<file path="config.mk">
export PLATFORM = sky130hd
export DESIGN_NAME = txn_dcache
export DESIGN_NICKNAME = d
export VERILOG_FILES = /design/src/rtl/txn_dcache_pkg.sv /design/src/rtl/dc_lookup.sv /design/src/rtl/dc_victim.sv /design/src/rtl/txn_dcache.sv
export SDC_FILE = /design/constraint.sdc
export NUM_CORES = 1
export LEC_CHECK = 0
export BUFFER_PORTS_ARGS = -buffer_cell sky130_fd_sc_hd__buf_4
export CORE_AREA = 2 2 190 192
export CTS_CLUSTER_SIZE = 30
export DETAILED_ROUTE_END_ITERATION = 16
export DIE_AREA = 0 0 192 194
export MAX_ROUTING_LAYER = met4
export PLACE_DENSITY_LB_ADDON = 0.12
export SYNTH_ARGS = -nofsm -noshare
export SYNTH_HDL_FRONTEND = slang
export SYNTH_HIERARCHICAL = 1
export SYNTH_SLANG_ARGS = --single-unit
</file>
<file path="constraint.sdc">
create_clock -name clk -period 4.78 [get_ports clk]
set_input_delay 0.239 -clock clk [delete_from_list [all_inputs] [get_ports clk]]
set_output_delay 0.239 -clock clk [all_outputs]
set_load 0.01 [all_outputs]
</file>
<file path="src/rtl/txn_dcache_pkg.sv">
package txn_dcache_pkg;
  typedef enum logic [1:0] {
    ST_IDLE  = 2'd0,
    ST_WBACK = 2'd1,
    ST_FILL  = 2'd2
  } dc_state_e;
endpackage

</file>
<file path="src/rtl/dc_lookup.sv">
module dc_lookup #(
  parameter int LINES = 8,
  parameter int AW    = 16,
  localparam int IW   = (LINES > 1) ? $clog2(LINES) : 1
) (
  input  logic             clk,
  input  logic             rst_n,
  input  logic [LINES-1:0] line_valid,
  input  logic [AW-1:0]    line_tag [LINES],
  input  logic [AW-1:0]    probe_addr,
  output logic             probe_hit,
  output logic [IW-1:0]    probe_idx
);
  logic [LINES-1:0] match_vec;

  for (genvar g = 0; g < LINES; g++) begin : g_cmp
    assign match_vec[g] = line_valid[g] && (line_tag[g] == probe_addr);
  end

  always_comb begin
    probe_idx = '0;
    for (int i = LINES - 1; i >= 0; i--)
      if (match_vec[i]) probe_idx = IW'(i);
  end
  assign probe_hit = |match_vec;


  tag_unique_chk: assert property (@(posedge clk) disable iff (!rst_n)
    $onehot0(match_vec));
endmodule

</file>
<file path="src/rtl/dc_victim.sv">
module dc_victim #(
  parameter int LINES = 8,
  localparam int IW   = (LINES > 1) ? $clog2(LINES) : 1
) (
  input  logic             clk,
  input  logic             rst_n,
  input  logic [LINES-1:0] line_valid,
  input  logic [LINES-1:0] line_lru,
  input  logic [LINES-1:0] line_txn,
  output logic             vic_found,
  output logic [IW-1:0]    vic_idx
);
  function automatic logic [LINES-1:0] lowest_bit(input logic [LINES-1:0] v);
    return v & (~v + LINES'(1));
  endfunction

  logic [LINES-1:0] free_vec, cold_vec, open_vec, sel_vec;
  assign free_vec = ~line_valid;
  assign cold_vec = line_valid & ~line_lru & ~line_txn;
  assign open_vec = line_valid & ~line_txn;

  always_comb begin
    if (|free_vec)      sel_vec = lowest_bit(free_vec);
    else if (|cold_vec) sel_vec = lowest_bit(cold_vec);
    else                sel_vec = lowest_bit(open_vec);
  end

  always_comb begin
    vic_idx = '0;
    for (int i = 0; i < LINES; i++)
      if (sel_vec[i]) vic_idx = IW'(i);
  end
  assign vic_found = |sel_vec;


  victim_onehot_chk: assert property (@(posedge clk) disable iff (!rst_n)
    $onehot0(sel_vec));

  victim_unmarked_chk: assert property (@(posedge clk) disable iff (!rst_n)
    vic_found |-> !(line_valid[vic_idx] && line_txn[vic_idx]));
endmodule

</file>
<file path="src/rtl/txn_dcache.sv">
module txn_dcache
  import txn_dcache_pkg::*;
#(
  parameter int LINES = 8,
  parameter int AW    = 16,
  parameter int DW    = 16
) (
  input  logic          clk,
  input  logic          rst_n,
  input  logic          req_valid,
  input  logic          req_write,
  input  logic [AW-1:0] req_addr,
  input  logic [DW-1:0] req_wdata,
  output logic          stall,
  output logic          resp_valid,
  output logic [DW-1:0] resp_rdata,
  input  logic          txn_begin,
  input  logic          txn_commit,
  output logic          txn_fail,
  output logic          mem_req,
  output logic          mem_write,
  output logic [AW-1:0] mem_addr,
  output logic [DW-1:0] mem_wdata,
  input  logic [DW-1:0] mem_rdata,
  input  logic          mem_done,
  output logic          snp_out_valid,
  output logic          snp_out_write,
  output logic [AW-1:0] snp_out_addr,
  input  logic          snp_in_valid,
  input  logic          snp_in_write,
  input  logic [AW-1:0] snp_in_addr
);
  localparam int IW = (LINES > 1) ? $clog2(LINES) : 1;

  // recency update: set the used line, clear the rest once all valid are set
  function automatic logic [LINES-1:0] lru_touch(input logic [LINES-1:0] lru,
                                                 input logic [LINES-1:0] vld,
                                                 input logic [IW-1:0] idx);
    logic [LINES-1:0] t;
    t = lru;
    t[idx] = 1'b1;
    if ((t & vld) == vld) begin
      t = '0;
      t[idx] = 1'b1;
    end
    return t;
  endfunction

  logic [LINES-1:0] v_q, lru_q, dirty_q, txn_q;
  logic [AW-1:0]    tag_q  [LINES];
  logic [DW-1:0]    data_q [LINES];

  dc_state_e     st_q;
  logic          rq_w_q;
  logic [AW-1:0] rq_a_q;
  logic [DW-1:0] rq_d_q;
  logic [IW-1:0] vic_q;
  logic          txn_on_q, fail_q, resp_q, so_v_q, so_w_q;
  logic [DW-1:0] rdata_q;
  logic [AW-1:0] so_a_q;

  // named internal events
  logic          req_hit, snp_hit, vic_found;
  logic [IW-1:0] hit_idx, snp_idx, vic_idx;
  logic          accept, acc_hit, acc_miss, wb_done, fill_done, snp_kill;

  dc_lookup #(.LINES(LINES), .AW(AW)) i_req_lookup (
    .clk(clk), .rst_n(rst_n), .line_valid(v_q), .line_tag(tag_q),
    .probe_addr(req_addr), .probe_hit(req_hit), .probe_idx(hit_idx));

  dc_lookup #(.LINES(LINES), .AW(AW)) i_snp_lookup (
    .clk(clk), .rst_n(rst_n), .line_valid(v_q), .line_tag(tag_q),
    .probe_addr(snp_in_addr), .probe_hit(snp_hit), .probe_idx(snp_idx));

  dc_victim #(.LINES(LINES)) i_victim (
    .clk(clk), .rst_n(rst_n), .line_valid(v_q), .line_lru(lru_q),
    .line_txn(txn_q), .vic_found(vic_found), .vic_idx(vic_idx));

  assign accept    = req_valid && (st_q == ST_IDLE);
  assign acc_hit   = accept && req_hit;
  assign acc_miss  = accept && !req_hit;
  assign wb_done   = (st_q == ST_WBACK) && mem_done;
  assign fill_done = (st_q == ST_FILL) && mem_done;
  assign snp_kill  = snp_in_valid && snp_in_write && snp_hit;

  always_ff @(posedge clk) begin
    if (!rst_n) begin
      st_q <= ST_IDLE;
      v_q <= '0; lru_q <= '0; dirty_q <= '0; txn_q <= '0;
      for (int i = 0; i < LINES; i++) begin
        tag_q[i]  <= '0;
        data_q[i] <= '0;
      end
      rq_w_q <= 1'b0; rq_a_q <= '0; rq_d_q <= '0; vic_q <= '0;
      txn_on_q <= 1'b0; fail_q <= 1'b0; resp_q <= 1'b0; rdata_q <= '0;
      so_v_q <= 1'b0; so_w_q <= 1'b0; so_a_q <= '0;
    end else begin
      resp_q <= 1'b0;
      so_v_q <= 1'b0;
      unique case (st_q)
        ST_IDLE: begin
          if (acc_hit) begin
            lru_q  <= lru_touch(lru_q, v_q, hit_idx);
            txn_q[hit_idx] <= txn_q[hit_idx] | txn_on_q;
            resp_q <= 1'b1;
            if (req_write) begin
              data_q[hit_idx]  <= req_wdata;
              dirty_q[hit_idx] <= 1'b1;
              rdata_q <= req_wdata;
              so_v_q  <= 1'b1;
              so_w_q  <= 1'b1;
              so_a_q  <= req_addr;
            end else begin
              rdata_q <= data_q[hit_idx];
            end
          end else if (acc_miss) begin
            rq_w_q <= req_write;
            rq_a_q <= req_addr;
            rq_d_q <= req_wdata;
            if (vic_found) begin
              vic_q <= vic_idx;
              st_q  <= (v_q[vic_idx] && dirty_q[vic_idx]) ? ST_WBACK : ST_FILL;
            end else begin
              fail_q  <= 1'b1;
              resp_q  <= 1'b1;
              rdata_q <= '0;
            end
          end
        end
        ST_WBACK: begin
          if (wb_done) begin
            dirty_q[vic_q] <= 1'b0;
            st_q <= ST_FILL;
          end
        end
        ST_FILL: begin
          if (fill_done) begin
            v_q[vic_q]     <= 1'b1;
            tag_q[vic_q]   <= rq_a_q;
            data_q[vic_q]  <= rq_w_q ? rq_d_q : mem_rdata;
            dirty_q[vic_q] <= rq_w_q;
            txn_q[vic_q]   <= txn_on_q;
            lru_q   <= lru_touch(lru_q, v_q | (LINES'(1) << vic_q), vic_q);
            resp_q  <= 1'b1;
            rdata_q <= rq_w_q ? rq_d_q : mem_rdata;
            so_v_q  <= 1'b1;
            so_w_q  <= rq_w_q;
            so_a_q  <= rq_a_q;
            st_q    <= ST_IDLE;
          end
        end
        default: st_q <= ST_IDLE;
      endcase

      if (snp_kill) begin
        v_q[snp_idx] <= 1'b0;
        if (txn_q[snp_idx]) fail_q <= 1'b1;
      end

      if (txn_commit) begin
        txn_on_q <= 1'b0;
        txn_q    <= '0;
        fail_q   <= 1'b0;
      end else if (txn_begin) begin
        txn_on_q <= 1'b1;
      end
    end
  end

  assign stall         = (st_q != ST_IDLE);
  assign mem_req       = (st_q != ST_IDLE);
  assign mem_write     = (st_q == ST_WBACK);
  assign mem_addr      = (st_q == ST_WBACK) ? tag_q[vic_q] : rq_a_q;
  assign mem_wdata     = data_q[vic_q];
  assign resp_valid    = resp_q;
  assign resp_rdata    = rdata_q;
  assign txn_fail      = fail_q;
  assign snp_out_valid = so_v_q;
  assign snp_out_write = so_w_q;
  assign snp_out_addr  = so_a_q;


  fail_hold_chk: assert property (@(posedge clk) disable iff (!rst_n)
    txn_fail && !txn_commit |=> txn_fail);

  commit_clear_chk: assert property (@(posedge clk) disable iff (!rst_n)
    txn_commit |=> !txn_fail && (txn_q == '0));

  mem_hold_chk: assert property (@(posedge clk) disable iff (!rst_n)
    mem_req && !mem_done |=> mem_req && $stable(mem_addr) && $stable(mem_write));

  hit_fast_chk: assert property (@(posedge clk) disable iff (!rst_n)
    acc_hit |=> resp_valid && !stall);

  wb_then_fill_chk: assert property (@(posedge clk) disable iff (!rst_n)
    wb_done |=> mem_req && !mem_write);

  snoop_fail_chk: assert property (@(posedge clk) disable iff (!rst_n)
    snp_kill && txn_q[snp_idx] && !txn_commit |=> txn_fail);
endmodule

</file>
Yosys cells after proc, flatten, opt, wreduce, memory -nomap -nowiden
Memories as Yosys holds them, arrays and structs flattened. A register that Yosys moved wholly into a read port is not among the register bits.
Cells that the tools add are included.
{ "word_totals": {"output_inout_bits": 71, "elab_cells": 260, "ram_bits": 128, "inputBits": 73, "memories": 1, "ff_bits": 235} }
{ "mem_list": {"columns": ["name", "words", "width", "rd", "rd_ports_with_merged_regs", "wr", "line_no", "rtl"], "rows": [
  ["data_q", 8, 16, 2, 1, 8, "txn_dcache.sv:51", "logic [DW-1:0] data_q [LINES];"]
]} }
{ "op_classes": {"reduce_logical": 49, "bitwise": 27, "shift": 1, "n_addsub": 3, "magnitude_cmp": 9, "n_eq_ne": 29, "muxes": 117} }
{ "op_table": {"columns": ["operator", "n"], "rows": [
  ["equality test 16 bit", 16],
  ["2-to-1 mux 16 bit", 15],
  ["bitwise mux 128 bit", 1],
  ["2-to-1 mux 8 bit", 16],
  ["bitwise AND 8 bit", 10],
  ["2-to-1 mux 3 bit", 24],
  ["inverter 8 bit", 8],
  ["one-hot mux 16 bit (2 select lines)", 2],
  ["binary-select mux 16 bit (select 3 bit)", 1],
  ["demux 16 bit (select 3 bit)", 1],
  ["bitwise OR 8 bit", 5],
  ["OR reduction 8 bit", 5],
  ["2-to-1 mux 1 bit", 32],
  ["one-hot mux 8 bit (2 select lines)", 2],
  ["OR reduction 16 bit", 2],
  ["logical AND 1 bit", 28],
  ["adder 8 x 1 -> 8 bit, second input constant", 3],
  ["bitwise mux 8 bit", 3],
  ["one-hot mux 8 bit (3 select lines)", 1],
  ["equality test 8 bit", 2],
  ["less-than comparator 3 x 4 -> 1 bit, second input constant", 4],
  ["2-to-1 mux 2 bit", 8],
  ["binary-select mux 1 bit (select 3 bit)", 4],
  ["AND reduction 4 bit", 3],
  ["other kinds (23)", 39]
]} }

Longest topological paths before layout
{ "depth": {"ltp_word": 23, "depth_mapped": 16, "ltp_nobuf": 12} }

By module
The synthesis kept the hierarchy.
{ "by_module_without_submodules": {"columns": ["module", "seq_area_each_um2", "area_per_inst_um2", "n_inst", "cells_each"], "rows": [
  ["txn_dcache", 8608.3, 17797.1, 1, 1857],
  ["dc_lookup", 0.0, 1645.3, 2, 207],
  ["dc_victim", 0.0, 503.0, 1, 74]
]} }

Worst setup path after synthesis
Ideal clock, no wire load.
{ "synth_path": {"kind": "in2reg", "from": "input req_addr[10]", "to": "memory data_q[0][0] (enable)", "arrival_ns": 3.002, "setup_time_ns": 0.372, "stages": 16, "required_ns": 4.408, "slack_ns": 1.407, "n_path_buf": 5, "cell_sequence": "buf_6 -> xor2_1 -> nor4_1 -> nand4_1 -> nor4_4 -> a21oi_1 -> o21ai_1 -> a21oi_1 -> buf_4 -> buf_4 -> buf_6 -> nor3_1 -> o21a_1 -> nand2_2 -> buf_2 -> nand2_1"} }
{ "synth_lines": {"columns": ["element", "line_no", "rtl"], "rows": [
  ["start: declaration", "txn_dcache.sv:12", "input logic [AW-1:0] req_addr,"],
  ["end: declaration", "txn_dcache.sv:51", null]
]} }

Worst setup path after layout
{ "layout_path": {"from": "register tag_q[32] in the netlist's numbering", "to": "register rdata_q[13], in the netlist resp_rdata[13]"} }
{ "layout_between": {"elab_chain_cells": 12, "word_cells_on_any_way": 19, "cone_classes": "eq/ne: 3; mux: 9; reduce/logical: 6; memory: 1"} }
{ "layout_rtl": {"columns": ["element", "line_no", "rtl"], "rows": [
  ["start: declaration", "txn_dcache.sv:50", "logic [AW-1:0] tag_q [LINES];"],
  ["start signal: indexed assignment", "txn_dcache.sv:139", "tag_q[vic_q] <= rq_a_q;"],
  ["equality test 16 bit", "dc_lookup.sv:17", "assign match_vec[g] = line_valid[g] && (line_tag[g] == probe_addr);"],
  ["logical AND 1 bit", "dc_lookup.sv:17", null],
  ["2-to-1 mux 3 bit (6 in a row)", "dc_lookup.sv:23", "if (match_vec[i]) probe_idx = IW'(i);"],
  ["via hit_idx[2]", "txn_dcache.sv:64", "logic [IW-1:0] hit_idx, snp_idx, vic_idx;"],
  ["memory (8 x 16 bit)", null, null],
  ["2-to-1 mux 16 bit", "txn_dcache.sv:106", "if (req_write) begin"],
  ["2-to-1 mux 16 bit", "txn_dcache.sv:102", "if (acc_hit) begin"],
  ["one-hot mux 16 bit (2 select lines)", "txn_dcache.sv:100", "unique case (st_q)"],
  ["end signal: assignment", "txn_dcache.sv:109", "rdata_q <= req_wdata;"],
  ["end signal: assignment", "txn_dcache.sv:114", "rdata_q <= data_q[hit_idx];"],
  ["end signal: assignment", "txn_dcache.sv:145", "rdata_q <= rq_w_q ? rq_d_q : mem_rdata;"],
  ["end: declaration", "txn_dcache.sv:59", "logic [DW-1:0] rdata_q;"]
]} }
The timed path passes the listed nets, and every way through them passes these cells.
A chain may end at the register's enable or synchronous reset.

==> summary.txt <==
STA
  • Worst Clk Skew: 0.0144 ns
  • RSZ-0062 raised after global routing: no
  • Fraction of the cycle the final worst path needs: 88.0%
  • Worst Tran Pin Value: 1.32 ns
  • Endpoints failing hold: 0
  • Relative slew slack: 11.3%
  • Endpoints failing setup: 0
  • F_max: 0.238 GHz
  • Fin Setup TNS: 0 ns
  • WHS: 0.0218 ns
  • Post-route minimum period: 4.21 ns
  • Final slew viol count: 0

Synth
  • Leading area contributor after synthesis: dfxtp_1
  • Synth Area in Simple Gates: 18.9%
  • Top FF cell, synth: dfxtp_1
  • Adder-cell share of the synthesized area: 0.232%
  • Top post-synthesis cells by area: dfxtp_1, edfxtp_1, xnor2_1
  • Synth top area share: 22.1%
  • Post-Synth XOR/XNOR Area: 10.4%
  • Seq/Total Area, Yosys: 39.9%
  • Avg Cell Area, Syn: 9.21 sq um
  • Largest family of logic cells by synthesized area: simple AND/OR/NAND/NOR gates
  • Post-synth EDFFs: 128
  • Async SR Flop Fraction: 0%
  • Synth Net Count: 2,422
  • Yosys cell types: 87
  • Synth Register Bits: 366
  • Post-synthesis mux area share: 11.9%
  • Yosys warnings: 6
  • Post-Synthesis Cells: 2,345
  • Mapped Area: 0.0216 sq mm
  • Post-synthesis compound-gate area fraction: 13.7%

Floorplan
  • Row count: 69
  • Initial Utilization: 61.3%
  • Die height: 194 um
  • Die Area: 0.0372 sq mm
  • Die width: 192 um
  • IO Pins: 144
  • Core area: 0.0352 sq mm

Drt
  • Per-cell routed wire length: 27.5 um
  • Routed vias: 19,700
  • Initial DRC count: 3,015
  • Via/cell ratio: 6.77
  • Final WL: 80.0 mm
  • Remaining DRCs: 0
  • Router iterations before antenna repair: 7
  • Antenna viol nets, final: 0

Global routing
  • Pin count of the biggest net entering global routing: 94
  • Vias in the first global route: 18,200
  • First-pass GRT wire length: 117 mm
  • Total congestion overflow: 0
  • Initial antenna violation count: 1
  • Total GRT Usage: 43.6%

Hold path
  • Worst hold path type: input pin to flip-flop

Power
  • Comb pwr share: 14.4%
  • Static leakage: 0.00816 uW
  • Cell-internal power: 5700 uW
  • Register share of total power: 44.0%
  • Peak supply drop: 0.383 mV
  • Clock Power Share: 41.6%
  • Sw frac: 28.0%
  • Switch Pwr: 2220 uW
  • Pwr dens: 327 mW/mm^2

Clock tree
  • Reg clk slew, reported paths: 0.06 ns
  • CTS tree: yes
  • # clock sinks: 366
  • Post-CTS Setup Inserts: 0
  • CTS H-tree lvls: 2
  • Root buffer cell: clkbuf_16
  • Clock Path Buffers: 3
  • Clk_lat worst skew: 0.58 ns
  • CTS buffer count: 40

Critical path
  • Crit path capture: resp_rdata[13]$_SDFFE_PN0P_
  • CP required: 5.29 ns
  • Arrival time at the worst endpoint: 4.71 ns
  • Worst r2r dst: resp_rdata[13]$_SDFFE_PN0P_
  • Crit start category: flip-flop
  • CP max FO: 27
  • Start point of the critical path: tag_q[32]$_SDFFE_PN0P_
  • Worst r2r src: tag_q[32]$_SDFFE_PN0P_
  • Flop-to-flop setup slack: 0.57 ns
  • Worst R2R Path Depth: 12
  • Crit Path Class: flip-flop to flip-flop
  • Endpoint class of the critical path: flip-flop

Final layout
  • Non-Filler Instances: 2,904
  • P&R area growth vs syn: 12.2%
  • Nets: 2,487
  • Commonest cells after routing, fill and taps aside: nand2_1, a21oi_1, dfxtp_1
  • Fin area: 0.0242 sq mm
  • Most common cell after layout, fill and taps aside: nand2_1
  • Layout cells sized above 1: 17.7%

Outcome
  • Status: completed

Place
  • Placed cells: 2,812
  • # port buffers: 143
  • Placed cell areas: 0.0227 sq mm
  • Final HPWL from detailed placement: 57.6 mm
  • Routability Congestion: 1.04

Flow run
  • Max_cap viols: 0
flip-flops by register name (all words and copies together) (netlist names), 16 cells and up, named ones only:
register / count
data_q: 128
resp_rdata: 16
rq_a_q: 16
rq_d_q: 16
snp_out_addr: 16
tag_q: 128
area by class of cell:
cell class / count / area (sq um)
multi-input cells: 1770 / 11900
repair buffers: 215 / 1660
diodes: 1 / 2.50
flip-flops and latches: 366 / 8610
clock buffers: 49 / 1050
fillers: 2825 / 11000
well taps: 461 / 577
clock inverters: 25 / 322
inverters: 17 / 68.8
per-layer routing:
metal  vias up  part of all wire (%)  global-route usage (%)
li1       8433                     -                       -
met1      9468                    38                    59.7
met2      1494                    44                    61.9
met3       262                    14                    12.1
met4         0                   3.9                    15.9
met5         -                     0                       -
power groups by stage:
stage | Combinational (uW) | Sequential, uW | Clock, uW
2_1_floorplan | 697 | 3480 | 0
3_3_place_gp | 1080 | 3540 | 0
3_5_place_dp | 1090 | 3540 | 0
4_1_cts | 1110 | 3470 | 3290
5_1_grt | 1200 | 3490 | 3420
6_report | 1140 | 3480 | 3290
how the worst min path moves through the flow:
stage	startpoint	endpoint	slack, ns	depth (start not counted)
finish	req_addr[15]	rq_a_q[15]$_SDFFE_PN0P_	0.02	3
global route	req_addr[5]	rq_a_q[5]$_SDFFE_PN0P_	0.04	3
CTS	req_addr[15]	rq_a_q[15]$_SDFFE_PN0P_	0.004	3
detailed placement	rq_d_q[5]$_SDFFE_PN0P_	rq_d_q[5]$_SDFFE_PN0P_	0.45	2
global placement	rq_d_q[13]$_SDFFE_PN0P_	rq_d_q[13]$_SDFFE_PN0P_	0.44	2
floorplan	txn_begin	txn_on_q$_SDFFE_PP0P_	0.35	2
cells in the mapped netlist, types with 28 or more instances:
library cell,number
buf_6,28
mux2i_1,66
xor2_1,54
buf_2,63
nand3_1,44
a211oi_1,29
edfxtp_1,128
mux2_2,29
mux4_2,70
nand4_1,48
nand2_1,393
o21ai_0,56
a21oi_1,248
clkbuf_1,88
xnor2_1,202
dfxtp_1,238
nor2_1,233
critical path, stage by stage, from the launching register on:
cell and delay (ns):
dfxtp_1 0.49, xnor2_1 0.16, nand4_1 0.14, nor4_1 0.58
and3_1 0.28, nor3_1 0.08, nor3_2 0.43, buf_4 0.44
and2_1 0.45, a221oi_1 0.16, a31oi_1 0.48, o221ai_1 0.26
a21oi_1 0.16
logic make-up after synthesis:
family / Yosys count
and+or+nand+nor: 866
AOI/OAI and AO/OA: 479
DFF: 366
xor gates and xnor gates: 256
buffers and inverters: 209
muxes: 165
adders and majority gates: 4
through the flow:
step / worst slack [ns] / total power (uW) / util [%]
finish: 0.572 / 7920 / 68.8
global route: 0.408 / 8100 / 68.8
CTS: 0.740 / 7870 / 68.8
detailed placement: 0.756 / 4630 / 64.4
global placement: 0.807 / 4620 / 64.4
floorplan: 1.41 / 4180 / -
repair_timing:
item | in CTS | in global routing
hold buffers | 17 | 0
resized for setup | 0 | 0
hold endpoints to repair | 21 | 0
Power figures use the tool's default switching activity.
